**src/rtl/eye_row_locator.sv**
```systemverilog
module eye_row_locator #(
  parameter int PIX_W     = 8,
  parameter int SUM_W     = 16,
  parameter int COL_W     = 9,
  parameter int ROW_W     = 8,
  parameter int ADDR_W    = 3,
  parameter int DATA_W    = 16,
  parameter int DEF_WIDTH = 64,
  parameter int DEF_ROWS  = 48,
  parameter int NIGHT_IDX = 2,
  parameter int DAY_IDX   = 3
) (
  input  logic              clk,
  input  logic              rst_n,
  input  logic              pix_valid,
  input  logic [PIX_W-1:0]  pix_data,
  input  logic              reg_we,
  input  logic [ADDR_W-1:0] reg_addr,
  input  logic [DATA_W-1:0] reg_wdata,
  input  logic [ADDR_W-1:0] rd_addr,
  output logic [DATA_W-1:0] rd_data,
  output logic              irq
);
  localparam logic [ADDR_W-1:0] A_RESTART = ADDR_W'(0);
  localparam logic [ADDR_W-1:0] A_WIDTH   = ADDR_W'(1);
  localparam logic [ADDR_W-1:0] A_ROWS    = ADDR_W'(2);
  localparam logic [ADDR_W-1:0] A_DEPTH   = ADDR_W'(3);
  localparam logic [ADDR_W-1:0] A_MODE    = ADDR_W'(4);
  localparam logic [ADDR_W-1:0] A_ACK     = ADDR_W'(5);
  localparam logic [ADDR_W-1:0] R_RESULT  = ADDR_W'(0);
  localparam logic [ADDR_W-1:0] R_STATUS  = ADDR_W'(1);
  localparam int IDX_MAX = (DAY_IDX > NIGHT_IDX) ? DAY_IDX : NIGHT_IDX;
  localparam int CNT_W   = $clog2(IDX_MAX + 1);

  logic [COL_W-1:0] width_q;
  logic [ROW_W-1:0] rows_q;
  logic [SUM_W-1:0] thr_q;
  logic             mode_q;

  logic [SUM_W-1:0] acc_q, prev_q, prev2_q;
  logic [COL_W-1:0] col_q;
  logic [ROW_W-1:0] row_q;
  logic [CNT_W-1:0] cnt_q;
  logic             found_q, done_q, nf_q;
  logic [ROW_W-1:0] res_q;

  wire restart = reg_we && reg_addr == A_RESTART;
  wire ack     = reg_we && reg_addr == A_ACK;
  wire take    = pix_valid && !done_q;
  wire row_end = take && col_q == width_q - COL_W'(1);
  wire last    = row_q == rows_q - ROW_W'(1);

  wire [SUM_W-1:0] row_sum = acc_q + SUM_W'(pix_data);

  wire above_ok = prev_q < prev2_q  && (prev2_q - prev_q) >= thr_q;
  wire below_ok = prev_q < row_sum  && (row_sum - prev_q) >= thr_q;
  wire is_min   = row_end && row_q >= ROW_W'(2) && above_ok && below_ok;

  wire [CNT_W-1:0] sel = mode_q ? CNT_W'(NIGHT_IDX) : CNT_W'(DAY_IDX);
  wire hit = is_min && !found_q && (cnt_q + CNT_W'(1)) == sel;

  always_ff @(posedge clk or negedge rst_n) begin
    if (!rst_n) begin
      width_q <= COL_W'(DEF_WIDTH);
      rows_q  <= ROW_W'(DEF_ROWS);
      thr_q   <= '0;
      mode_q  <= 1'b0;
    end else if (reg_we) begin
      case (reg_addr)
        A_WIDTH: width_q <= reg_wdata[COL_W-1:0];
        A_ROWS:  rows_q  <= reg_wdata[ROW_W-1:0];
        A_DEPTH: thr_q   <= reg_wdata[SUM_W-1:0];
        A_MODE:  mode_q  <= reg_wdata[0];
        default: ;
      endcase
    end
  end

  always_ff @(posedge clk or negedge rst_n) begin
    if (!rst_n) begin
      acc_q <= '0; prev_q <= '0; prev2_q <= '0;
      col_q <= '0; row_q <= '0; cnt_q <= '0;
      found_q <= 1'b0; done_q <= 1'b0; nf_q <= 1'b0;
      res_q <= '0; irq <= 1'b0;
    end else if (restart) begin
      acc_q <= '0; prev_q <= '0; prev2_q <= '0;
      col_q <= '0; row_q <= '0; cnt_q <= '0;
      found_q <= 1'b0; done_q <= 1'b0; nf_q <= 1'b0;
      res_q <= '0; irq <= 1'b0;
    end else begin
      if (ack) irq <= 1'b0;
      if (take) begin
        if (row_end) begin
          acc_q   <= '0;
          col_q   <= '0;
          prev2_q <= prev_q;
          prev_q  <= row_sum;
          row_q   <= row_q + ROW_W'(1);
          if (hit) begin
            found_q <= 1'b1;
            res_q   <= row_q - ROW_W'(1);
          end else if (is_min && !found_q) begin
            cnt_q <= cnt_q + CNT_W'(1);
          end
          if (last) begin
            done_q <= 1'b1;
            irq    <= 1'b1;
            nf_q   <= !(found_q || hit);
          end
        end else begin
          acc_q <= row_sum;
          col_q <= col_q + COL_W'(1);
        end
      end
    end
  end

  always_comb begin
    rd_data = '0;
    case (rd_addr)
      R_RESULT: rd_data[ROW_W-1:0] = res_q;
      R_STATUS: rd_data[2:0] = {irq, nf_q, done_q};
      default: ;
    endcase
  end
endmodule

```
**config.mk**
```make
export PLATFORM = sky130hd
export DESIGN_NAME = eye_row_locator
export DESIGN_NICKNAME = d
export VERILOG_FILES = /design/src/rtl/eye_row_locator.sv
export SDC_FILE = /design/constraint.sdc
export NUM_CORES = 1
export LEC_CHECK = 0
export ABC_AREA = 1
export BUFFER_PORTS_ARGS = -buffer_cell sky130_fd_sc_hd__buf_2
export CAP_MARGIN = 40
export CORE_MARGIN = 1
export CORE_UTILIZATION = 35
export DETAILED_ROUTE_END_ITERATION = 6
export HOLD_SLACK_MARGIN = 0.03
export MAX_ROUTING_LAYER = met4
export PLACE_DENSITY = 0.5
export SETUP_SLACK_MARGIN = 0.2
export SYNTH_ARGS = -nofsm -noshare
export SYNTH_HDL_FRONTEND = slang
export SYNTH_SLANG_ARGS = --single-unit
export TNS_END_PERCENT = 10
```
**constraint.sdc**
```tcl
create_clock -name clk -period 5.5 [get_ports clk]
set_input_delay 1.65 -clock clk [delete_from_list [all_inputs] [get_ports clk]]
set_output_delay 1.65 -clock clk [all_outputs]
set_load 0.03 [all_outputs]
```
==> key figures, run 1 <==
Yosys
  • Synthesis-stage register bit count: 113
  • Largest cells by area after synthesis: dfrtp_1 33%, ha_1 12%, nand2_1 11%, inv_1 6.9%, o21ai_0 4.9%
  • Netlist cell types: 46
  • Cells after Synth: 1105
  • Mean Syn Cell Area: 7.485 um2
  • Synth top area share: 0.3328
  • Post-Syn Area: 8270 um2
  • Main synth FF type: dfrtp_1
  • EDFF count, synth: 0
  • Fraction of registers with async set/reset: 1.000
  • Sequential fraction of the synthesis area: 0.3424
  • Yosys warnings: 0
  • Synth area leader: dfrtp_1

Clock tree
  • H-tree levels: 4
  • CTS tree: done
  • Worst-Skew Late Latency: 0.43 ns
  • Clock Sinks: 113
  • Clock slew at reported path FFs: 0.06 ns
  • CTS max path bufs: 2
  • CTS Buf Count: 17
  • Root Driver: clkbuf_16

Global route
  • Vias in the first global route: 7022
  • Pin count of the biggest net entering global routing: 67
  • Gr ovfl total: 0
  • Antenna violations before repair: 0
  • First-pass GRT wire length: 36400 um
  • Total GRT Usage: 0.1999

Timing
  • Worst Slack Setup Final: 0.2642 ns
  • Fmax: 0.1910 GHz
  • Fin Hold WS: 0.4841 ns
  • Slew Viols, Final: 0
  • Final Cycle Share: 0.9520
  • Setup Skew: 0.01291 ns
  • Measured slew at the worst slew-check pin: 0.7226 ns
  • Final setup vio count: 0
  • RSZ-0062 raised after global routing: true
  • Worst slew margin: 0.5175
  • Post-route minimum period: 5.236 ns
  • Hold Vio Cnt, Final: 0

Worst setup path
  • Buf+Inv Stages, Crit Path: 5
  • FF-to-FF End: res_q[7]
  • Slowest CP cell: fa_2
  • Reg2reg setup slack: 1.15 ns
  • Critical path peak fanout: 5
  • Worst stage delay on the critical path: 0.41 ns
  • Setup CP Type: in2reg
  • Largest delay contributor family on the critical path: simple AND/OR/NAND/NOR gates
  • Required time worst endpoint: 5.81 ns
  • CP endpoint: res_q[7]
  • Worst setup EP type: flip-flop
  • Worst EP arrival: 5.55 ns
  • Worst R2R Path Depth: 29
  • FF-to-FF Start: acc_q[0]
  • CP startpoint kind: input port
  • Critical Path Source: pix_data[0]
  • WP depth: 30

Detailed routing
  • Vias/cell: 4.705
  • WL final: 21800 um
  • Routed vias: 7208
  • DRT Pass-1 Iters: 4
  • WL per Instance: 14.23 um
  • Starting DRT DRC Count: 294
  • Post-DRT Antenna Nets: 0
  • Residual DRC: 0

Power and ir drop
  • Leak pwr: 0.005062 uW
  • PD cells: 680.5 nW/um2
  • VDD IR-drop max: 323.7 uV

Finish
  • Ant. Diodes: 0
  • Layout cells sized above 1: 0.1608
  • # nets final: 1321
  • Core Util, Final: 0.4362
  • Area grow syn2layout: 20.86%
  • # fillers: 2390

Die
  • Die Height: 155.7 um
  • Ports: 51
  • Core Box Area: 22920 um2
  • Row cnt: 55
  • DIE AREA: 24250 um2
  • Starting Density: 0.3609
  • DIE WIDTH: 155.7 um

Placed design
  • Port-buffer cells: 42
  • DP Wirelength: 16490 um
  • Routability cong.: 0.8411
  • Pre-CTS setup slack: -0.2629 ns

Outcome
  • Status: completed

Job
  • Max_cap viols: 0

Worst hold path
  • Min-Delay Path Class: reg2reg
## per-layer routing
metal,track usage,share of wire
met4,0.06116,0.017
met3,0.03472,0.025
met1,0.2674,0.51
met5,-,0
met2,0.3073,0.45
## report_power, final
group / switching [uW] / internal (uW)
Combinational: 2460 / 2000
Sequential: 184 / 1050
Clock: 453 / 652
## cell type report
| cell class | instances | area [um2] | area share |
|---|---|---|---|
| clock buffers | 19 | 452.9 | 0.04531 |
| clock inverters | 13 | 126.4 | 0.01264 |
| multi-input cells | 808 | 4852 | 0.4854 |
| flip-flops and latches | 113 | 2831 | 0.2833 |
| repair buffers | 110 | 753.2 | 0.07535 |
| inverters | 156 | 588.1 | 0.05883 |
| well taps | 313 | 391.6 | 0.03918 |
## synth_stat cells (2+ instances only)
master	instances
nand2_1	252
xnor2_1	28
dfrtp_1	110
nand3b_1	2
inv_2	2
or2_0	2
o32ai_1	3
nor3_1	13
o21ai_1	5
nor2_2	7
o21ai_0	81
or2_2	2
nor2_1	76
a211oi_1	2
o21a_1	2
buf_4	11
o211ai_1	3
buf_2	4
nand2_2	7
clkbuf_1	16
o21bai_1	5
fa_1	3
inv_1	153
a31oi_1	7
a21boi_0	3
nand3_1	70
nor4_1	3
o31ai_1	18
ha_1	78
a21oi_1	69
nand4_1	13
o22ai_1	4
buf_6	3
dfstp_2	3
xor2_1	34
## timing repair
action | in CTS | in global routing
resized for setup | 0 | 42
gates cloned | 0 | 1
hold buffers | 0 | 0
setup buffers | 0 | 2
pin swaps | 2 | 30
endpoints found under the setup margin | 10 | 12
## worst min-delay path by stage
stage / cells after the start / start / end
finish: 2 / thr_q[7] / thr_q[7]
global route: 2 / thr_q[6] / thr_q[6]
CTS: 2 / prev2_q[9] / prev2_q[9]
detailed placement: 2 / prev2_q[9] / prev2_q[9]
global placement: 2 / rows_q[0] / rows_q[0]
floorplan: 2 / prev_q[10] / prev_q[10]
## kinds of logic (layout without fill, tap and decap cells)
| logic type | Yosys count | count (layout) | share of synthesized area |
|---|---|---|---|
| AOI/OAI and AO/OA | 205 | 205 | 0.1384 |
| and+or+nand+nor | 452 | 452 | 0.2327 |
| xor gates and xnor gates | 62 | 62 | 0.06566 |
| buffers and inverters | 191 | 298 | 0.09516 |
| other | 1 | 8 | 0.0004534 |
| adders and majority gates | 81 | 81 | 0.1253 |
| DFF | 113 | 113 | 0.3424 |
## state kept, by name (all words and copies together), names as in the netlist
signal / cells
thr_q: 16
mode_q: 1
row_q: 8
cnt_q: 2
done_q: 1
nf_q: 1
acc_q: 16
res_q: 8
width_q: 9
found_q: 1
irq: 1
rows_q: 8
prev_q: 16
prev2_q: 16
col_q: 9
## through the flow
step                      std cells  total power [uW]  area [um2]  setup TNS [ns]
final                          1532              6803        9996               0
after global routing           1532              7560        9996         -0.5314
after CTS                      1529              6712        9803               0
after detailed placement       1497              5566        9224          -3.008
after global placement         1497              5541        9224          -1.430
after floorplan                1112              4044        8320               0
## tightest hold or removal path: cells and delay by family, from the launching register on
family | cells | cell delay [ns]
AND/OR/NAND/NOR | 1 | 0.05
flip-flops | 1 | 0.34
AO/OA/AOI/OAI | 1 | 0.06
## cell usage in the layout, fill, tap and decap left out, types with 10 or more instances in the layout
| cell type | Yosys | layout |
|---|---|---|
| nand2_1 | 252 | 249 |
| inv_1 | 153 | 152 |
| dfrtp_1 | 110 | 110 |
| o21ai_0 | 81 | 78 |
| ha_1 | 78 | 76 |
| nor2_1 | 76 | 73 |
| buf_4 | 11 | 66 |
| a21oi_1 | 69 | 65 |
| nand3_1 | 70 | 60 |
| buf_2 | 4 | 40 |
| xor2_1 | 34 | 34 |
| xnor2_1 | 28 | 27 |
| o31ai_1 | 18 | 18 |
| clkbuf_16 | 0 | 17 |
| nand4_1 | 13 | 13 |
| nor3_1 | 13 | 12 |
| nand3_2 | 1 | 10 |
Power figures use the tool's default switching activity.
==> run 2: changes to the inputs <==
--- a/config.mk
+++ b/config.mk
@@ -13,7 +13,7 @@
 export DETAILED_ROUTE_END_ITERATION = 6
 export HOLD_SLACK_MARGIN = 0.03
 export MAX_ROUTING_LAYER = met4
-export PLACE_DENSITY = 0.5
+export PLACE_DENSITY = 0.52
 export SETUP_SLACK_MARGIN = 0.2
 export SYNTH_ARGS = -nofsm -noshare
 export SYNTH_HDL_FRONTEND = slang
==> constraint.sdc (replaced) <==
create_clock -name clk -period 4.6 [get_ports clk]
set_input_delay 1.38 -clock clk [delete_from_list [all_inputs] [get_ports clk]]
set_output_delay 1.38 -clock clk [all_outputs]
set_load 0.03 [all_outputs]
==> key figures, run 2 (synthesis gave the netlist of run 1 again) <==
Detailed routing
  • WL per Instance: 14.23 um (about the same)
  • WL final: 22120 um (was 21800 um)
  • Vias/cell: 4.735 (was 4.705)
  • Post-DRT Antenna Nets: 0 (unchanged)
  • Residual DRC: 0 (unchanged)
  • DRT Pass-1 Iters: 5 (was 4)
  • Starting DRT DRC Count: 330 (was 294)
  • Routed vias: 7363 (was 7208)

Finish
  • Final Instance Area: 10300 um2 (was 9996 um2)
  • Most common cell after layout, fill and taps aside: nand2_1 (unchanged)
  • # fillers: 2328 (was 2390)
  • Commonest cells after routing, fill and taps aside: 246 x nand2_1, 152 x inv_1, 110 x dfrtp_1 (was 249 x nand2_1, 152 x inv_1, 110 x dfrtp_1)
  • Ant. Diodes: 0 (unchanged)
  • Area grow syn2layout: 24.49% (was 20.86%)
  • Layout cells sized above 1: 0.1876 (was 0.1608)
  • Final Non-Filler Cells: 1555 (was 1532)
  • # nets final: 1344 (was 1321)

Die
  • Die Height: 155.7 um (unchanged)
  • Row cnt: 55 (unchanged)
  • Ports: 51 (unchanged)
  • DIE WIDTH: 155.7 um (unchanged)
  • Starting Density: 0.3609 (unchanged)
  • DIE AREA: 24250 um2 (unchanged)
  • Core Box Area: 22920 um2 (unchanged)

Timing
  • Fmax: 0.2061 GHz
  • Final Cycle Share: 1.055
  • Setup Skew: 0.01172 ns (was 0.01291 ns)
  • Slew Viols, Final: 0 (unchanged)
  • Final setup vio count: 12 (was 0)
  • RSZ-0062 raised after global routing: true (unchanged)
  • Post-route minimum period: 4.852 ns
  • Measured slew at the worst slew-check pin: 0.6912 ns (was 0.7226 ns)
  • Worst slew margin: 0.5385 (was 0.5175)
  • Worst Slack Setup Final: -0.2522 ns (was 0.2642 ns)
  • Hold Vio Cnt, Final: 0 (unchanged)

Global route
  • Pin count of the biggest net entering global routing: 114 (was 67)
  • Antenna violations before repair: 0 (unchanged)
  • Vias in the first global route: 7447 (was 7022)
  • Total GRT Usage: 0.2035 (was 0.1999)
  • Gr ovfl total: 0 (unchanged)
  • First-pass GRT wire length: 37390 um (was 36400 um)

Placed design
  • Port-buffer cells: 42 (unchanged)
  • DP Wirelength: 16450 um (was 16490 um)
  • Routability cong.: 0.8231 (was 0.8411)
  • Placed Cells incl. Taps: 1515 (was 1497)
  • Placed Area: 9397 um2 (was 9224 um2)

Worst setup path
  • FF-to-FF Start: acc_q[0] (unchanged)
  • Worst EP arrival: 5.16 ns (was 5.55 ns)
  • Critical Path Source: pix_data[6] (was pix_data[0])
  • CP startpoint kind: input port (unchanged)
  • CP endpoint: cnt_q[1] (was res_q[7])
  • Worst R2R Path Depth: 28 (was 29)
  • Worst setup EP type: flip-flop (unchanged)
  • Reg2reg setup slack: 0.32 ns (was 1.15 ns)
  • Required time worst endpoint: 4.91 ns (was 5.81 ns)
  • Setup CP Type: in2reg (unchanged)
  • Critical path peak fanout: 3 (was 5)
  • FF-to-FF End: cnt_q[1] (was res_q[7])

Clock tree
  • CTS Buf Count: 17 (unchanged)
  • Worst-Skew Late Latency: 0.43 ns (about the same)
  • Clock slew at reported path FFs: 0.06 ns (about the same)
  • CTS max path bufs: 2 (unchanged)
  • H-tree levels: 4 (unchanged)
  • Hold-fix buffers at CTS: 0 (unchanged)
  • Clock Sinks: 113 (unchanged)
  • CTS tree: done (unchanged)
  • Root Driver: clkbuf_16 (unchanged)

Power and ir drop
  • Total chip power: 8510 uW (was 6803 uW)
  • VDD IR-drop max: 363.5 uV (was 323.7 uV)
  • PD cells: 826.5 nW/um2 (was 680.5 nW/um2)
  • Leak pwr: 0.005205 uW (was 0.005062 uW)

Worst hold path
  • Min-Delay Path Class: reg2reg (unchanged)

Outcome
  • Failing checks: negative setup slack
  • Status: finished with violations (was completed)

Job
  • Max_cap viols: 0 (unchanged)
run 2: changes by cell type in the layout (fill, tap and decap cells not counted), sizes merged:
cell	delta
buf	+23
clkinv	-3
inv	+1
clkbuf	+1
bufinv	+1
run 2: worst min-delay path by stage:
stage | startpoint | to | depth (start not counted)
6_report | prev_q[12] | prev_q[12] | 2
5_1_grt | prev2_q[7] | prev2_q[7] | 2
4_1_cts | rows_q[0] | rows_q[0] | 2
3_5_place_dp | rows_q[0] | rows_q[0] | 2
3_3_place_gp | thr_q[2] | thr_q[2] | 2
2_1_floorplan | prev_q[10] | prev_q[10] | 2
run 2: power breakdown:
part	internal, uW	switching (uW)
sequential	1260	230
combinational	2590	3040
clock	851	541
run 2: layout make-up:
class / count / area [um2] / share of cell area
clock buffer: 20 / 466.7 / 0.04533
clock inverter: 12 / 142.6 / 0.01385
inverter: 156 / 585.6 / 0.05687
multi-input combinational: 808 / 4952 / 0.4810
sequential: 113 / 2831 / 0.2750
tap: 313 / 391.6 / 0.03804
timing repair buffer: 133 / 925.9 / 0.08993
run 2: routing by layer:
| layer | track usage | vias up | share of wire |
|---|---|---|---|
| met5 | - | - | 0 |
| met4 | 0.06116 | 0 | 0.015 |
| met3 | 0.03056 | 24 | 0.024 |
| met2 | 0.3340 | 95 | 0.47 |
| met1 | 0.2588 | 3398 | 0.49 |
| li1 | - | 3846 | - |
run 2: stage by stage:
step / utilization / hold WS [ns] / setup TNS, ns / setup WS (ns)
global placement: 0.4096 / 0.4662 / -8.682 / -0.7403
finish: 0.4493 / 0.4856 / -2.527 / -0.2522
CTS: 0.4438 / 0.4897 / -2.280 / -0.1980
global route: 0.4493 / 0.4999 / -6.222 / -0.5505
floorplan: - / 0.4530 / -4.190 / -0.3666
detailed placement: 0.4100 / 0.4740 / -9.605 / -0.8274
run 2: worst max-delay path, cell delays in order:
cell and delay (ns):
buf_2 0.10, ha_1 0.30, inv_1 0.16, o21bai_2 0.10
a21boi_2 0.21, nand3_2 0.16, nand2_2 0.11, o21ai_0 0.09
nand2_1 0.08, inv_1 0.08, ha_4 0.29, nand2_4 0.06
nor2_4 0.10, nand4_1 0.10, o21ai_2 0.19, buf_4 0.14
buf_4 0.09, xor2_1 0.17, inv_1 0.06, ha_1 0.30
a21oi_1 0.17, o21ai_1 0.09, a21oi_2 0.13, nand3_2 0.11
nand4_1 0.17, nand2_1 0.09, nand2_1 0.08, nand2_1 0.05
run 2: what timing repair did:
| action | 4_1_cts | 5_1_grt |
|---|---|---|
| buffers inserted | 6 | 2 |
| pin swaps | 30 | 17 |
| resized for setup | 24 | 24 |
| endpoints found under the setup margin | 12 | 12 |
==> run 3: changes to the inputs <==
--- a/config.mk
+++ b/config.mk
@@ -8,12 +8,14 @@
 export ABC_AREA = 1
 export BUFFER_PORTS_ARGS = -buffer_cell sky130_fd_sc_hd__buf_2
 export CAP_MARGIN = 40
+export CELL_PAD_IN_SITES_DETAIL_PLACEMENT = 1
+export CELL_PAD_IN_SITES_GLOBAL_PLACEMENT = 1
 export CORE_MARGIN = 1
 export CORE_UTILIZATION = 35
 export DETAILED_ROUTE_END_ITERATION = 6
 export HOLD_SLACK_MARGIN = 0.03
 export MAX_ROUTING_LAYER = met4
-export PLACE_DENSITY = 0.52
+export PLACE_DENSITY = 0.66
 export SETUP_SLACK_MARGIN = 0.2
 export SYNTH_ARGS = -nofsm -noshare
 export SYNTH_HDL_FRONTEND = slang
==> key figures, run 3 (synthesis gave the netlist of run 1 again) <==
Timing
  • Post-route minimum period: 4.922 ns (was 4.852 ns)
  • Fmax: 0.2032 GHz (was 0.2061 GHz)
  • Measured slew at the worst slew-check pin: 0.7125 ns (was 0.6912 ns)
  • Setup Skew: 0.009865 ns (was 0.01172 ns)
  • Worst slew margin: 0.5243 (was 0.5385)
  • Hold Vio Cnt, Final: 0 (unchanged)
  • Final setup vio count: 12 (unchanged)
  • Worst Slack Setup Final: -0.3218 ns (was -0.2522 ns)
  • TNS Setup: -3.620 ns (was -2.527 ns)
  • Slew Viols, Final: 0 (unchanged)
  • RSZ-0062 raised after global routing: true (unchanged)
  • Final Cycle Share: 1.070 (was 1.055)

Worst setup path
  • Slowest CP cell: ha_1 (unchanged)
  • Critical path peak fanout: 8 (was 3)
  • Required time worst endpoint: 4.91 ns (about the same)
  • Worst EP arrival: 5.23 ns (was 5.16 ns)
  • Worst stage delay on the critical path: 0.32 ns (was 0.30 ns)
  • Buf+Inv Stages, Crit Path: 5 (was 6)
  • CP startpoint kind: input port (unchanged)
  • Setup CP Type: in2reg (unchanged)
  • Worst setup EP type: flip-flop (unchanged)
  • Largest delay contributor family on the critical path: simple AND/OR/NAND/NOR gates (unchanged)
  • Cell repeated most along the worst path: nand3_2 (was nand2_1)

Finish
  • Area grow syn2layout: 23.24% (was 24.49%)
  • Ant. Diodes: 0 (unchanged)
  • Commonest cells after routing, fill and taps aside: 250 x nand2_1, 152 x inv_1, 110 x dfrtp_1 (was 246 x nand2_1, 152 x inv_1, 110 x dfrtp_1)
  • # nets final: 1337 (was 1344)
  • Most common cell after layout, fill and taps aside: nand2_1 (unchanged)
  • Final Instance Area: 10190 um2 (was 10300 um2)
  • Final Non-Filler Cells: 1548 (was 1555)
  • Layout cells sized above 1: 0.1749 (was 0.1876)

Global route
  • First-pass GRT wire length: 40520 um (was 37390 um)
  • Vias in the first global route: 8065 (was 7447)
  • Pin count of the biggest net entering global routing: 114 (unchanged)
  • Total GRT Usage: 0.2199 (was 0.2035)
  • Antenna violations before repair: 0 (unchanged)
  • Gr ovfl total: 0 (unchanged)

Detailed routing
  • Vias/cell: 4.898 (was 4.735)
  • WL per Instance: 15.63 um (was 14.23 um)
  • DRT Pass-1 Iters: 5 (unchanged)
  • WL final: 24200 um (was 22120 um)
  • Residual DRC: 0 (unchanged)
  • Post-DRT Antenna Nets: 0 (unchanged)
  • Routed vias: 7582 (was 7363)
  • Starting DRT DRC Count: 292 (was 330)

Clock tree
  • Clock Sinks: 113 (unchanged)
  • CTS tree: done (unchanged)
  • CTS max path bufs: 2 (unchanged)
  • Clock slew at reported path FFs: 0.06 ns (about the same)
  • Root Driver: clkbuf_16 (unchanged)
  • H-tree levels: 4 (unchanged)
  • CTS Buf Count: 17 (unchanged)
  • Worst-Skew Late Latency: 0.42 ns (was 0.43 ns)

Die
  • Die Height: 155.7 um (unchanged)
  • Row cnt: 55 (unchanged)
  • DIE AREA: 24250 um2 (unchanged)
  • Ports: 51 (unchanged)
  • Core Box Area: 22920 um2 (unchanged)
  • DIE WIDTH: 155.7 um (unchanged)
  • Starting Density: 0.3609 (unchanged)

Power and ir drop
  • Total chip power: 8585 uW (was 8510 uW)
  • VDD IR-drop max: 316.1 uV (was 363.5 uV)
  • PD cells: 842.3 nW/um2 (was 826.5 nW/um2)
  • Leak pwr: 0.005177 uW (was 0.005205 uW)

Placed design
  • Routability cong.: 0.8426 (was 0.8231)
  • DP Wirelength: 18440 um (was 16450 um)
  • Placed Area: 9363 um2 (was 9397 um2)
  • Pre-CTS setup slack: -0.9369 ns (was -0.8274 ns)
  • Placed Cells incl. Taps: 1511 (was 1515)
  • Port-buffer cells: 42 (unchanged)

Outcome
  • Status: finished with violations (unchanged)
  • Failing checks: negative setup slack (unchanged)

Worst hold path
  • Min-Delay Path Class: reg2reg (unchanged)

Job
  • Max_cap viols: 0 (unchanged)
-- run 3: changes by cell type in the layout (fill, tap and decap cells not counted), moves of 5 or more --
| cell | previous run | this run |
|---|---|---|
| buf_4 | 88 | 83 |
| inv_6 | 6 | 1 |
| nand3_1 | 62 | 57 |
| nand3_2 | 8 | 13 |
-- run 3: worst paths after layout --
path	start	depth (start not counted)	slack, ns	end
worst max register to register	acc_q[0]	27	0.28	res_q[3]
worst min register to register	prev_q[14]	2	0.49	prev_q[14]
worst max-delay path	pix_data[5]	28	-0.32	res_q[3]
worst min-delay path	prev_q[14]	2	0.49	prev_q[14]
max in group asynchronous	rst_n	2	3.03	prev2_q[2]
min in group asynchronous	rst_n	2	1.04	acc_q[12]
-- run 3: per-layer routing --
metal | share of wire | vias to the layer above | global-route usage | routed length [um]
met3 | 0.024 | 25 | 0.02944 | 571
met2 | 0.48 | 78 | 0.3658 | 11500
met1 | 0.49 | 3642 | 0.2793 | 11770
met4 | 0.015 | 0 | 0.06209 | 362
met5 | 0 | - | - | 0
li1 | - | 3837 | - | -
-- run 3: cell type report --
class	instances	area, um2
multi-input combinational	808	4880
sequential	113	2831
tap	313	391.6
clock buffer	20	456.7
timing repair buffer	126	865.8
clock inverter	12	181.4
inverter	156	585.6
fill	2850	12720
-- run 3: power breakdown --
group	internal (uW)	switching, uW	leakage, uW
combinational	2530	3110	0.00343
clock	937	511	0.000299
sequential	1260	235	0.00145
-- run 3: through the flow --
step / hold WS, ns / util
2_1_floorplan: 0.4530 / -
3_3_place_gp: 0.4679 / 0.4086
3_5_place_dp: 0.4745 / 0.4086
4_1_cts: 0.4871 / 0.4435
5_1_grt: 0.5119 / 0.4448
6_report: 0.4852 / 0.4448
-- run 3: worst reg2reg max path: cells and delay by family, from the launching register on --
family | cells | cell delay [ns]
AOI/OAI and AO/OA | 7 | 0.98
and+or+nand+nor | 11 | 1.04
buffers and inverters | 3 | 0.28
adders and majority gates | 4 | 1.14
DFF | 1 | 0.40
xor gates and xnor gates | 2 | 0.35
-- run 3: timing repair --
item                                    CTS  global route
endpoints found under the setup margin   12            12
endpoints found under the hold margin     0             0
hold buffers                              0             0
pin swaps                                30             3
resized for setup                        27             5
gates cloned                              0             0
buffers inserted                          4             1
